--- src/rtl/irqb_pkg.sv ---
package irqb_pkg;
  localparam int unsigned NUM_REGS = 7;
  localparam int unsigned ADDR_W   = $clog2(NUM_REGS);

  localparam logic [ADDR_W-1:0] OFF_CTRL   = ADDR_W'(0);
  localparam logic [ADDR_W-1:0] OFF_CAUSE  = ADDR_W'(1);
  localparam logic [ADDR_W-1:0] OFF_MASKED = ADDR_W'(2);
  localparam logic [ADDR_W-1:0] OFF_SET    = ADDR_W'(3);
  localparam logic [ADDR_W-1:0] OFF_MASK   = ADDR_W'(4);
  localparam logic [ADDR_W-1:0] OFF_MSET   = ADDR_W'(5);
  localparam logic [ADDR_W-1:0] OFF_MCLR   = ADDR_W'(6);
endpackage

--- src/rtl/irqb_decode.sv ---
module irqb_decode
  import irqb_pkg::*;
(
  input  logic              req_valid,
  input  logic              req_write,
  input  logic [ADDR_W-1:0] req_addr,
  output logic              wr_ctrl,
  output logic              wr_cause,
  output logic              wr_masked,
  output logic              wr_set,
  output logic              wr_mask,
  output logic              wr_mset,
  output logic              wr_mclr,
  output logic              rd_en,
  output logic              rd_cause,
  output logic              rd_masked
);
  logic wr_en;

  always_comb begin
    wr_en     = req_valid && req_write;
    rd_en     = req_valid && !req_write;
    wr_ctrl   = wr_en && (req_addr == OFF_CTRL);
    wr_cause  = wr_en && (req_addr == OFF_CAUSE);
    wr_masked = wr_en && (req_addr == OFF_MASKED);
    wr_set    = wr_en && (req_addr == OFF_SET);
    wr_mask   = wr_en && (req_addr == OFF_MASK);
    wr_mset   = wr_en && (req_addr == OFF_MSET);
    wr_mclr   = wr_en && (req_addr == OFF_MCLR);
    rd_cause  = rd_en && (req_addr == OFF_CAUSE);
    rd_masked = rd_en && (req_addr == OFF_MASKED);
  end
endmodule

--- src/rtl/irqb_cause_bit.sv ---
module irqb_cause_bit (
  input  logic clk,
  input  logic rst,
  input  logic ctrl_cor,
  input  logic mask_bit,
  input  logic event_in,
  input  logic wdata_bit,
  input  logic wr_cause,
  input  logic wr_masked,
  input  logic wr_set,
  input  logic rd_cause,
  input  logic rd_masked,
  output logic cause_q
);
  logic hit_w1c;
  logic hit_cor;
  logic do_set;

  always_comb begin
    hit_w1c = !ctrl_cor && wdata_bit && (wr_cause || wr_masked);
    hit_cor = ctrl_cor && (rd_cause || (rd_masked && !mask_bit));
    do_set  = event_in || (wr_set && wdata_bit);
  end

  always_ff @(posedge clk) begin
    if (rst)
      cause_q <= 1'b0;
    else if (do_set)
      cause_q <= 1'b1;
    else if (hit_w1c || hit_cor)
      cause_q <= 1'b0;
  end
endmodule

--- src/rtl/irqb_mask.sv ---
module irqb_mask #(
  parameter int unsigned W = 32
) (
  input  logic         clk,
  input  logic         rst,
  input  logic         wr_mask,
  input  logic         wr_mset,
  input  logic         wr_mclr,
  input  logic [W-1:0] wdata,
  output logic [W-1:0] mask_q
);
  always_ff @(posedge clk) begin
    if (rst)
      mask_q <= '0;
    else if (wr_mask)
      mask_q <= wdata;
    else if (wr_mset)
      mask_q <= mask_q | wdata;
    else if (wr_mclr)
      mask_q <= mask_q & ~wdata;
  end
endmodule

--- src/rtl/irq_cause_bank.sv ---
module irq_cause_bank
  import irqb_pkg::*;
#(
  parameter int unsigned SRC_W = 32
) (
  input  logic              clk,
  input  logic              rst,
  input  logic              req_valid,
  input  logic              req_write,
  input  logic [ADDR_W-1:0] req_addr,
  input  logic [SRC_W-1:0]  req_wdata,
  input  logic [SRC_W-1:0]  hw_event,
  output logic [SRC_W-1:0]  rd_data,
  output logic              irq_out
);
  logic wr_ctrl, wr_cause, wr_masked, wr_set, wr_mask, wr_mset, wr_mclr;
  logic rd_en, rd_cause, rd_masked;
  logic [SRC_W-1:0] ctrl_q;
  logic [SRC_W-1:0] cause_q;
  logic [SRC_W-1:0] mask_q;
  logic [SRC_W-1:0] masked_view;
  logic [SRC_W-1:0] rd_mux;
  logic             irq_q;

  irqb_decode u_decode (
    .req_valid (req_valid),
    .req_write (req_write),
    .req_addr  (req_addr),
    .wr_ctrl   (wr_ctrl),
    .wr_cause  (wr_cause),
    .wr_masked (wr_masked),
    .wr_set    (wr_set),
    .wr_mask   (wr_mask),
    .wr_mset   (wr_mset),
    .wr_mclr   (wr_mclr),
    .rd_en     (rd_en),
    .rd_cause  (rd_cause),
    .rd_masked (rd_masked)
  );

  always_ff @(posedge clk) begin
    if (rst)
      ctrl_q <= '0;
    else if (wr_ctrl)
      ctrl_q <= req_wdata;
  end

  irqb_mask #(.W(SRC_W)) u_mask (
    .clk     (clk),
    .rst     (rst),
    .wr_mask (wr_mask),
    .wr_mset (wr_mset),
    .wr_mclr (wr_mclr),
    .wdata   (req_wdata),
    .mask_q  (mask_q)
  );

  for (genvar n = 0; n < SRC_W; n++) begin : g_src
    irqb_cause_bit u_bit (
      .clk       (clk),
      .rst       (rst),
      .ctrl_cor  (ctrl_q[n]),
      .mask_bit  (mask_q[n]),
      .event_in  (hw_event[n]),
      .wdata_bit (req_wdata[n]),
      .wr_cause  (wr_cause),
      .wr_masked (wr_masked),
      .wr_set    (wr_set),
      .rd_cause  (rd_cause),
      .rd_masked (rd_masked),
      .cause_q   (cause_q[n])
    );
  end

  always_comb begin
    masked_view = cause_q & ~mask_q;
    case (req_addr)
      OFF_CTRL:   rd_mux = ctrl_q;
      OFF_CAUSE:  rd_mux = cause_q;
      OFF_MASKED: rd_mux = masked_view;
      OFF_MASK:   rd_mux = mask_q;
      default:    rd_mux = '0;
    endcase
  end

  always_ff @(posedge clk) begin
    if (rst) begin
      rd_data <= '0;
      irq_q   <= 1'b0;
    end else begin
      rd_data <= rd_en ? rd_mux : '0;
      irq_q   <= |masked_view;
    end
  end

  assign irq_out = irq_q;
endmodule

--- config.mk ---
export PLATFORM = sky130hd
export DESIGN_NAME = irq_cause_bank
export DESIGN_NICKNAME = d
export VERILOG_FILES = /design/src/rtl/irqb_pkg.sv /design/src/rtl/irqb_decode.sv /design/src/rtl/irqb_cause_bit.sv /design/src/rtl/irqb_mask.sv /design/src/rtl/irq_cause_bank.sv
export SDC_FILE = /design/constraint.sdc
export NUM_CORES = 1
export LEC_CHECK = 0
export ABC_AREA = 1
export BUFFER_PORTS_ARGS = -buffer_cell sky130_fd_sc_hd__buf_4
export CAP_MARGIN = 20
export CORE_MARGIN = 4
export CORE_UTILIZATION = 40
export DETAILED_ROUTE_END_ITERATION = 8
export GPL_ROUTABILITY_DRIVEN = 0
export SLEW_MARGIN = 20
export SYNTH_ARGS = -nofsm -noshare
export SYNTH_HDL_FRONTEND = slang
export SYNTH_SLANG_ARGS = --single-unit
--- constraint.sdc ---
create_clock -name clk -period 2.4 [get_ports clk]
set_clock_uncertainty 0.2 [all_clocks]
set_input_delay 0.36 -clock clk [delete_from_list [all_inputs] [get_ports clk]]
set_output_delay 0.36 -clock clk [all_outputs]
set_load 0.01 [all_outputs]
==> results.py, run 1 <==
metrics = {
    "cts": {
        "clk_pin_slew_ns": 0.06,
        "cts_sinks": 129,
        "clockRootBuffer": "clkbuf_16",
        "clk_latency_ns": 0.42,
        "cts_tree": "built",
        "postCtsSetupBuffers": 0,
        "clk_path_buf_depth": 2,
        "cts_buffers": 17,
        "cts_max_level": 4,
    },
    "power_and_ir_drop": {
        "vdd_ir_drop_max_uv": 541.3,
        "p_per_area_mw_per_mm2": 692.3,
        "p_seq_frac": 0.391,
        "clkPwrFrac": 0.501,
        "power.total_w": 0.005788,
        "p_comb_frac": 0.108,
        "swShare": 0.2478,
        "netSwitchingPower_w": 0.001434,
        "p_int_w": 0.004354,
        "p_leak_nw": 3.648,
    },
    "route": {
        "drt-pass1-iter-count": 5,
        "antenna_left": 0,
        "drt-initial-drc-count": 466,
        "vias_per_cell": 5.088,
        "wl_met2_mm": 9.623,
        "drc": 0,
        "dr.max_layer_used": "met4",
        "vias": 6864,
        "wl_met3_mm": 1.733,
        "drt-met1-wl_mm": 9.765,
        "wl_per_cell_um": 15.90,
        "wl_mm": 21.45,
    },
    "timing": {
        "setup_violations": 0,
        "fin_crit_ns": 1.567,
        "rsz0062_at_grt": "false",
        "drv_slew": 0,
        "fmax_mhz": 638.0,
        "min_period_over_period": 0.6531,
        "setup-tns-final_ns": 0,
        "whs_ns": 0.01493,
        "hold_viol": 0,
        "tightest_slew_ns": 0.7731,
        "relSlewSlack": 0.4846,
    },
    "place": {
        "numPortBuffers": 103,
        "place_hpwl_mm": 13.87,
    },
    "setup_path": {
        "slowest_delay_ns": 0.30,
        "crit_path_start": "req_addr[0]",
        "startpoint_type": "input port",
        "r2r_cells": 7,
        "crit_arrival_ns": 1.70,
        "crit_buf_inv": 3,
        "critPathMostFrequentCell": "buf_4",
        "path_class": "in -> reg",
        "crit_cells": 8,
        "path_cells": "buf_4, nor2_2, buf_4, nand2_1, buf_4, o22ai_1, a21oi_1, nor2_1",
        "slowest_stage": "buf_4",
        "r2r_slack_ns": 0.95,
        "worstSetupEndpoint": "rd_data[17]",
        "r2r-end": "irq_out",
        "crit_fanout": 22,
        "critPathTopFamily": "buffers and inverters",
        "endpoint_kind": "flop",
        "required_ns": 2.54,
    },
    "global_route": {
        "grt_pass1_wl_mm": 33.89,
        "grt_pass1_vias": 6301,
        "antenna_found_initial": 0,
        "gr-total-overflow": 0,
        "grt_max_degree": 74,
        "track_usage": 0.2379,
    },
    "logic_synthesis": {
        "ys_warn_count": 0,
        "ys_ff_latch": 129,
        "synth_top_cell_area_share": 0.3919,
        "syn_avg_cell_area_um2": 6.460,
        "synth_seq_area_share": 0.3919,
        "yosys-top-cells-area": "dfxtp_1, nand2_1, inv_1",
        "ys_types": 27,
        "syn_nets": 1091,
        "synth_cells": 1020,
        "yosysTopAreaCell": "dfxtp_1",
        "netlist_area_mm2": 0.006589,
    },
    "layout": {
        "final_util": 0.5225,
        "drive_above_1_share": 0.1615,
        "syn_to_final_growth_pct": 26.89,
        "fin_nets": 1191,
        "diodes": 0,
    },
    "die": {
        "rows": 46,
        "die_x_um": 136.3,
        "die_height_um": 136.3,
        "dieArea_mm2": 0.01859,
        "core_mm2": 0.01600,
        "pin_count": 104,
        "start_util": 0.4118,
    },
    "hold_path": {
        "hold_path.class": "in -> reg",
    },
    "outcome": {
        "status": "finished, final reports clean",
    },
    "flow_run": {
        "max-cap-violations": 0,
    },
}
[layout make-up]
cell class	count	area [µm²]
Fill cell	1654	7640
Multi-Input combinational cell	679	3186
Sequential cell	129	2582
Timing Repair Buffer	134	1064
Inverter	159	596.8
Clock buffer	19	452.9
Tap cell	216	270.3
Clock inverter	13	209.0
[cells in the final DEF, fill, tap and decap left out, drive strengths merged, types with 4 or more instances in the layout]
master    Yosys  layout
a211oi       32      32
a21oi        89      89
a31o          5       5
buf          28     131
bufinv        0       5
clkbuf       25      19
clkinv       14      16
clkinvlp      0       6
dfxtp       129     129
inv         145     145
nand2       264     264
nand3        35      35
nand4         5       5
nor2        120     120
nor3          4       4
o21ai        65      65
o21bai       27      27
o22ai        32      32
[how the worst min path moves through the flow]
stage | startpoint | end | slack (ns) | cells after the start
after floorplan | flop | flop | 0.24 | 2
after global placement | flop | flop | 0.25 | 2
after detailed placement | flop | flop | 0.25 | 2
after CTS | req_wdata[14] | flop | 0.0006 | 3
after global routing | req_wdata[22] | flop | 0.005 | 3
final | req_wdata[14] | flop | 0.01 | 3
[worst min-delay path, stage by stage]
cell     delay [ns]
buf_4          0.12
nand2_1        0.06
a21oi_1        0.05
[routing by layer]
layer,GRT usage,vias up
met4,0.07279,0
met3,0.06588,34
li1,-,3446
met2,0.3632,291
met5,0,-
met1,0.3273,3093
[cells by family (layout without fill, tap and decap cells)]
group | Yosys count | count (layout) | share of synthesized area
flip-flops | 129 | 129 | 0.3919
AO/OA/AOI/OAI | 250 | 250 | 0.2212
buffers and inverters | 212 | 325 | 0.1259
AND/OR/NAND/NOR | 429 | 429 | 0.2609
[repair_timing]
item	CTS	global route
gates resized for setup	0	0
hold endpoints to repair	3	0
hold buffers	3	0
[power groups by stage]
stage	registers, W	logic (W)	clock network [W]
finish	0.00226	0.000623	0.00290
global route	0.00227	0.000695	0.00306
CTS	0.00226	0.000622	0.00295
detailed placement	0.00231	0.000615	0
global placement	0.00231	0.000613	0
floorplan	0.00230	0.000343	0
[synthesized netlist by cell type]
master	number
nand2_1	261
inv_1	141
dfxtp_1	129
nor2_1	117
a21oi_1	89
o21ai_0	54
nand3_1	34
a211oi_1	32
o22ai_1	32
o21bai_1	27
clkbuf_1	25
buf_2	21
clkinv_1	14
o21ai_1	11
a31o_2	5
buf_1	5
nand4_1	5
inv_2	4
buf_4	2
nand2_2	2
nor2_4	2
nor3_1	2
nor3_2	2
nand2_4	1
nand3_2	1
nor2_2	1
or2_2	1
[through the flow]
step | cells | cell area, µm² | worst slack, ns
2_1_floorplan | 1020 | 6589 | 0.8397
3_3_place_gp | 1314 | 7669 | 0.4534
3_5_place_dp | 1314 | 7669 | 0.4526
4_1_cts | 1349 | 8361 | 0.8851
5_1_grt | 1349 | 8361 | 0.7760
6_report | 1349 | 8361 | 0.8326
Power figures use the tool's default switching activity.
==> run 2: changes to the inputs <==
Clock period 2.4 ns to 1.5 ns, I/O delays scaled along.
==> run 2 against run 1 <==
Critical path depth is 1 lower. First-iteration DRC count is 17% higher. Sequential power is 60% higher. Routed wire length is 0.36% higher. Critical endpoint is now irq_out.
==> results.py, run 2 (synthesis results as in run 1) <==
metrics = {
    "outcome": {
        "status": "finished, final reports clean",
    },
    "timing": {
        "setup-tns-final_ns": 0,
        "fmax_mhz": 705.7,
        "fin_crit_ns": 1.417,
        "min_period_over_period": 0.9446,
        "setup_violations": 0,
        "drv_slew": 0,
        "tightest_slew_ns": 0.4803,
        "rsz0062_at_grt": "false",
        "relSlewSlack": 0.6798,
        "hold_viol": 0,
    },
    "setup_path": {
        "path_class": "reg -> reg",
        "crit_fanout": 3,
        "critPathTopFamily": "simple AND/OR/NAND/NOR gates",
        "crit_buf_inv": 1,
        "slowest_delay_ns": 0.35,
        "crit_arrival_ns": 1.50,
        "endpoint_kind": "flop",
        "path_cells": "inv_1, nand2_1, nand2_1, nor2_1, nand2_1, nor2_1, a21oi_1",
        "startpoint_type": "flop",
        "slowest_stage": "dfxtp_1",
        "critPathMostFrequentCell": "nand2_1",
        "required_ns": 1.58,
    },
    "route": {
        "antenna_left": 0,
        "drt-pass1-iter-count": 8,
        "wl_per_cell_um": 14.96,
        "drt-initial-drc-count": 546,
        "drc": 0,
        "wl_met3_mm": 1.387,
        "vias_per_cell": 4.938,
        "wl_met2_mm": 9.961,
        "wl_mm": 21.53,
        "vias": 7106,
        "drt-met1-wl_mm": 9.886,
        "dr.max_layer_used": "met4",
    },
    "die": {
        "pin_count": 104,
        "core_mm2": 0.01600,
        "dieArea_mm2": 0.01859,
        "start_util": 0.4118,
        "die_x_um": 136.3,
        "die_height_um": 136.3,
        "rows": 46,
    },
    "layout": {
        "mostFrequentLayoutCells": "nand2_1, buf_4, inv_1",
        "final_common_cell": "nand2_1",
        "finalNonFillerCells": 1439,
        "fill_cells": 1582,
        "diodes": 0,
        "drive_above_1_share": 0.1717,
        "fin_nets": 1281,
        "syn_to_final_growth_pct": 41.11,
    },
    "global_route": {
        "track_usage": 0.2377,
        "grt_pass1_wl_mm": 34.57,
        "antenna_found_initial": 0,
        "gr-total-overflow": 0,
        "grt_max_degree": 98,
        "grt_pass1_vias": 6684,
    },
    "cts": {
        "cts_buffers": 17,
        "ctsHoldBuffers": 64,
        "clk_latency_ns": 0.42,
        "clockRootBuffer": "clkbuf_16",
        "cts_resized": 0,
        "clk_pin_slew_ns": 0.06,
        "cts_sinks": 129,
        "clk_path_buf_depth": 2,
        "postCtsSetupBuffers": 0,
        "cts_max_level": 4,
        "cts_tree": "built",
    },
    "place": {
        "place_hpwl_mm": 14.35,
        "numPortBuffers": 103,
        "dp.cells": 1343,
    },
    "power_and_ir_drop": {
        "vdd_ir_drop_max_uv": 825.9,
        "p_leak_nw": 4.105,
        "p_per_area_mw_per_mm2": 990.4,
    },
    "flow_run": {
        "max-cap-violations": 0,
    },
    "hold_path": {
        "hold_path.class": "in -> reg",
    },
}
==> run 2: cell count changes in the layout (fill, tap and decap cells not counted), sizes merged <==
cell         previous run  this run
buf                   131       160
clkbuf                 19        21
bufinv                  5         4
dlygate4sd3             3        64
clkinv                 16        19
clkinvlp                6         2
==> run 2: area by class of cell <==
cell class,count,area [µm²],area share
clock buffers,21,460.4,0.04952
clock inverters,11,160.2,0.01723
inverters,159,596.8,0.06419
multi-input cells,679,3186,0.3426
flip-flops and latches,129,2582,0.2778
well taps,216,270.3,0.02907
repair buffers,224,2042,0.2196
==> run 2: where the power goes <==
group / switching (W) / internal [W]
combinational: 0.000641 / 0.000560
sequential: 0.0000792 / 0.00354
clock: 0.00154 / 0.00285
==> run 2: worst paths after layout <==
| check | startpoint | end | slack, ns | depth (start not counted) |
|---|---|---|---|---|
| max | flop | irq_out | 0.08 | 7 |
| max reg2reg | flop | irq_out | 0.08 | 7 |
| min reg2reg | flop | flop | 0.26 | 2 |
| min | rst | rd_data[28] | 0.11 | 4 |
==> run 2: through the flow <==
step | setup WS [ns] | power [W] | hold slack, ns | util | instance area, µm²
2_1_floorplan | 0.07473 | 0.004223 | 0.1723 | - | 6589
3_3_place_gp | -0.2069 | 0.004745 | 0.2499 | 0.5023 | 8036
3_5_place_dp | -0.1831 | 0.004750 | 0.2525 | 0.5023 | 8036
4_1_cts | 0.06504 | 0.009254 | 0.1023 | 0.5811 | 9298
5_1_grt | 0.005611 | 0.009560 | 0.1299 | 0.5811 | 9298
6_report | 0.08303 | 0.009209 | 0.1131 | 0.5811 | 9298
==> run 2: worst register-to-register path: cells and delay by family, from the launching register on <==
kind / cells / cell delay (ns)
DFF: 1 / 0.35
buffers and inverters: 1 / 0.08
and+or+nand+nor: 5 / 0.54
AOI/OAI and AO/OA: 1 / 0.11
==> run 2: metal layers <==
layer | vias to the layer above | track usage
met3 | 28 | 0.04034
li1 | 3634 | -
met1 | 3196 | 0.3278
met2 | 248 | 0.3828
met5 | - | 0
met4 | 0 | 0.06831
==> run 3: changes to the inputs <==
Settings changed: CELL_PAD_IN_SITES_DETAIL_PLACEMENT set to 1, CELL_PAD_IN_SITES_GLOBAL_PLACEMENT set to 1, PLACE_DENSITY_LB_ADDON set to 0.1.
==> run 3 against run 2 <==
Global-route usage up 4.5 points. Critical path depth stayed put. Sequential power barely moved. Sequential share of layout area up 0.58 points. Clock-buffer cell count increased by 7. Power is 3.9% lower. Clock power down 8.7%. Critical endpoint unchanged.
==> results.py, run 3 (synthesis results as in run 1) <==
metrics = {
    "layout": {
        "syn_to_final_growth_pct": 38.21,
        "final_util": 0.5691,
        "diodes": 0,
        "finalNonFillerCells": 1430,
        "drive_above_1_share": 0.1656,
        "final_common_cell": "nand2_1",
        "mostFrequentLayoutCells": "nand2_1, buf_4, inv_1",
        "fin_nets": 1272,
    },
    "power_and_ir_drop": {
        "p_comb_frac": 0.137,
        "p_int_w": 0.006571,
        "swShare": 0.2573,
        "clkPwrFrac": 0.453,
        "p_per_area_mw_per_mm2": 971.7,
        "vdd_ir_drop_max_uv": 780.1,
        "netSwitchingPower_w": 0.002277,
        "p_seq_frac": 0.410,
        "p_leak_nw": 4.014,
    },
    "timing": {
        "hold_viol": 0,
        "drv_slew": 0,
        "tightest_slew_ns": 0.5151,
        "relSlewSlack": 0.6566,
        "fin_crit_ns": 1.406,
        "setup_violations": 0,
        "setup-tns-final_ns": 0,
        "fmax_mhz": 711.0,
        "whs_ns": 0.008683,
        "min_period_over_period": 0.9376,
        "rsz0062_at_grt": "false",
        "setup_slack_ns": 0.09353,
    },
    "flow_run": {
        "max-cap-violations": 0,
    },
    "die": {
        "die_x_um": 136.3,
        "pin_count": 104,
        "die_height_um": 136.3,
        "dieArea_mm2": 0.01859,
        "rows": 46,
        "core_mm2": 0.01600,
        "start_util": 0.4118,
    },
    "route": {
        "vias_per_cell": 5.207,
        "drt-pass1-iter-count": 5,
        "drt-initial-drc-count": 397,
        "antenna_left": 0,
        "wl_per_cell_um": 17.90,
        "wl_mm": 25.60,
        "vias": 7446,
        "drc": 0,
    },
    "place": {
        "dp.cells": 1337,
        "numPortBuffers": 103,
        "place_hpwl_mm": 16.55,
        "post-place-ws_ns": -0.1813,
    },
    "hold_path": {
        "hold_path.class": "in -> reg",
        "worstHoldStart": "hw_event[24]",
    },
    "cts": {
        "clk_path_buf_depth": 2,
        "cts_max_level": 4,
        "cts_buffers": 17,
        "cts_tree": "built",
        "cts_sinks": 129,
        "clk_latency_ns": 0.42,
        "clockRootBuffer": "clkbuf_16",
        "clk_pin_slew_ns": 0.06,
        "postCtsSetupBuffers": 0,
    },
    "setup_path": {
        "critPathTopFamily": "simple AND/OR/NAND/NOR gates",
        "path_class": "reg -> reg",
        "crit_fanout": 3,
        "startpoint_type": "flop",
        "path_cells": "inv_1, nand2_1, nand2_1, nor2_1, nand2_1, nor2_1, a21oi_1",
        "critPathMostFrequentCell": "nand2_1",
        "endpoint_kind": "flop",
        "crit_buf_inv": 1,
        "slowest_delay_ns": 0.34,
        "crit_arrival_ns": 1.48,
        "required_ns": 1.58,
        "slowest_stage": "dfxtp_1",
    },
    "global_route": {
        "track_usage": 0.2830,
        "gr-total-overflow": 0,
        "antenna_found_initial": 0,
        "grt_pass1_wl_mm": 40.48,
        "grt_pass1_vias": 7798,
        "grt_max_degree": 98,
    },
    "outcome": {
        "status": "finished, final reports clean",
    },
}
[run 3: cell types whose count changed in the layout (fill, tap and decap cells not counted), moves of 3 or more]
cell,before,now
buf_12,16,11
bufinv_16,4,1
clkbuf_1,2,6
clkbuf_8,2,5
clkinv_2,5,2
dlygate4sd3_1,64,61
[run 3: routing by layer]
layer | global-route usage | vias up | part of all wire
met5 | 0 | - | 0
met3 | 0.04663 | 55 | 0.048
met2 | 0.4923 | 231 | 0.49
met4 | 0.1176 | 0 | 0.031
met1 | 0.3461 | 3547 | 0.43
li1 | - | 3613 | -
[run 3: power by group through the flow]
stage,logic [W],registers (W),clock network [W]
after floorplan,0.000548,0.00368,0
after global placement,0.00104,0.00369,0
after detailed placement,0.00106,0.00370,0
after CTS,0.00120,0.00362,0.00405
after global routing,0.00133,0.00364,0.00421
final,0.00121,0.00363,0.00401
[run 3: worst min-delay path, delay by kind of cell]
| family | cells | cell delay (ns) |
|---|---|---|
| buf+inv | 2 | 0.13 |
| compound gates | 2 | 0.23 |
[run 3: worst paths after layout]
kind,to,slack (ns),cells after the start
min,g_src[24].u_bit.cause_q,0.009,4
max,irq_out,0.09,7
max reg2reg,irq_out,0.09,7
min reg2reg,flop,0.26,2
[run 3: through the flow]
stage | instance area (µm²) | total power (W)
2_1_floorplan | 6589 | 0.004223
3_3_place_gp | 7929 | 0.004730
3_5_place_dp | 7929 | 0.004757
4_1_cts | 9104 | 0.008870
5_1_grt | 9106 | 0.009187
6_report | 9106 | 0.008848
[run 3: layout make-up]
class                      instances  area [µm²]
multi-input combinational        679        3188
clock buffer                      28       516.7
fill                            2111        6894
inverter                         159       596.8
clock inverter                     4       47.55
tap                              216       270.3
timing repair buffer             215        1904
sequential                       129        2582
[run 3: repair_timing]
action,CTS,global route
hold buffers,61,0
gates resized for setup,0,1
setup endpoints to repair,0,1
endpoints found under the hold margin,93,0
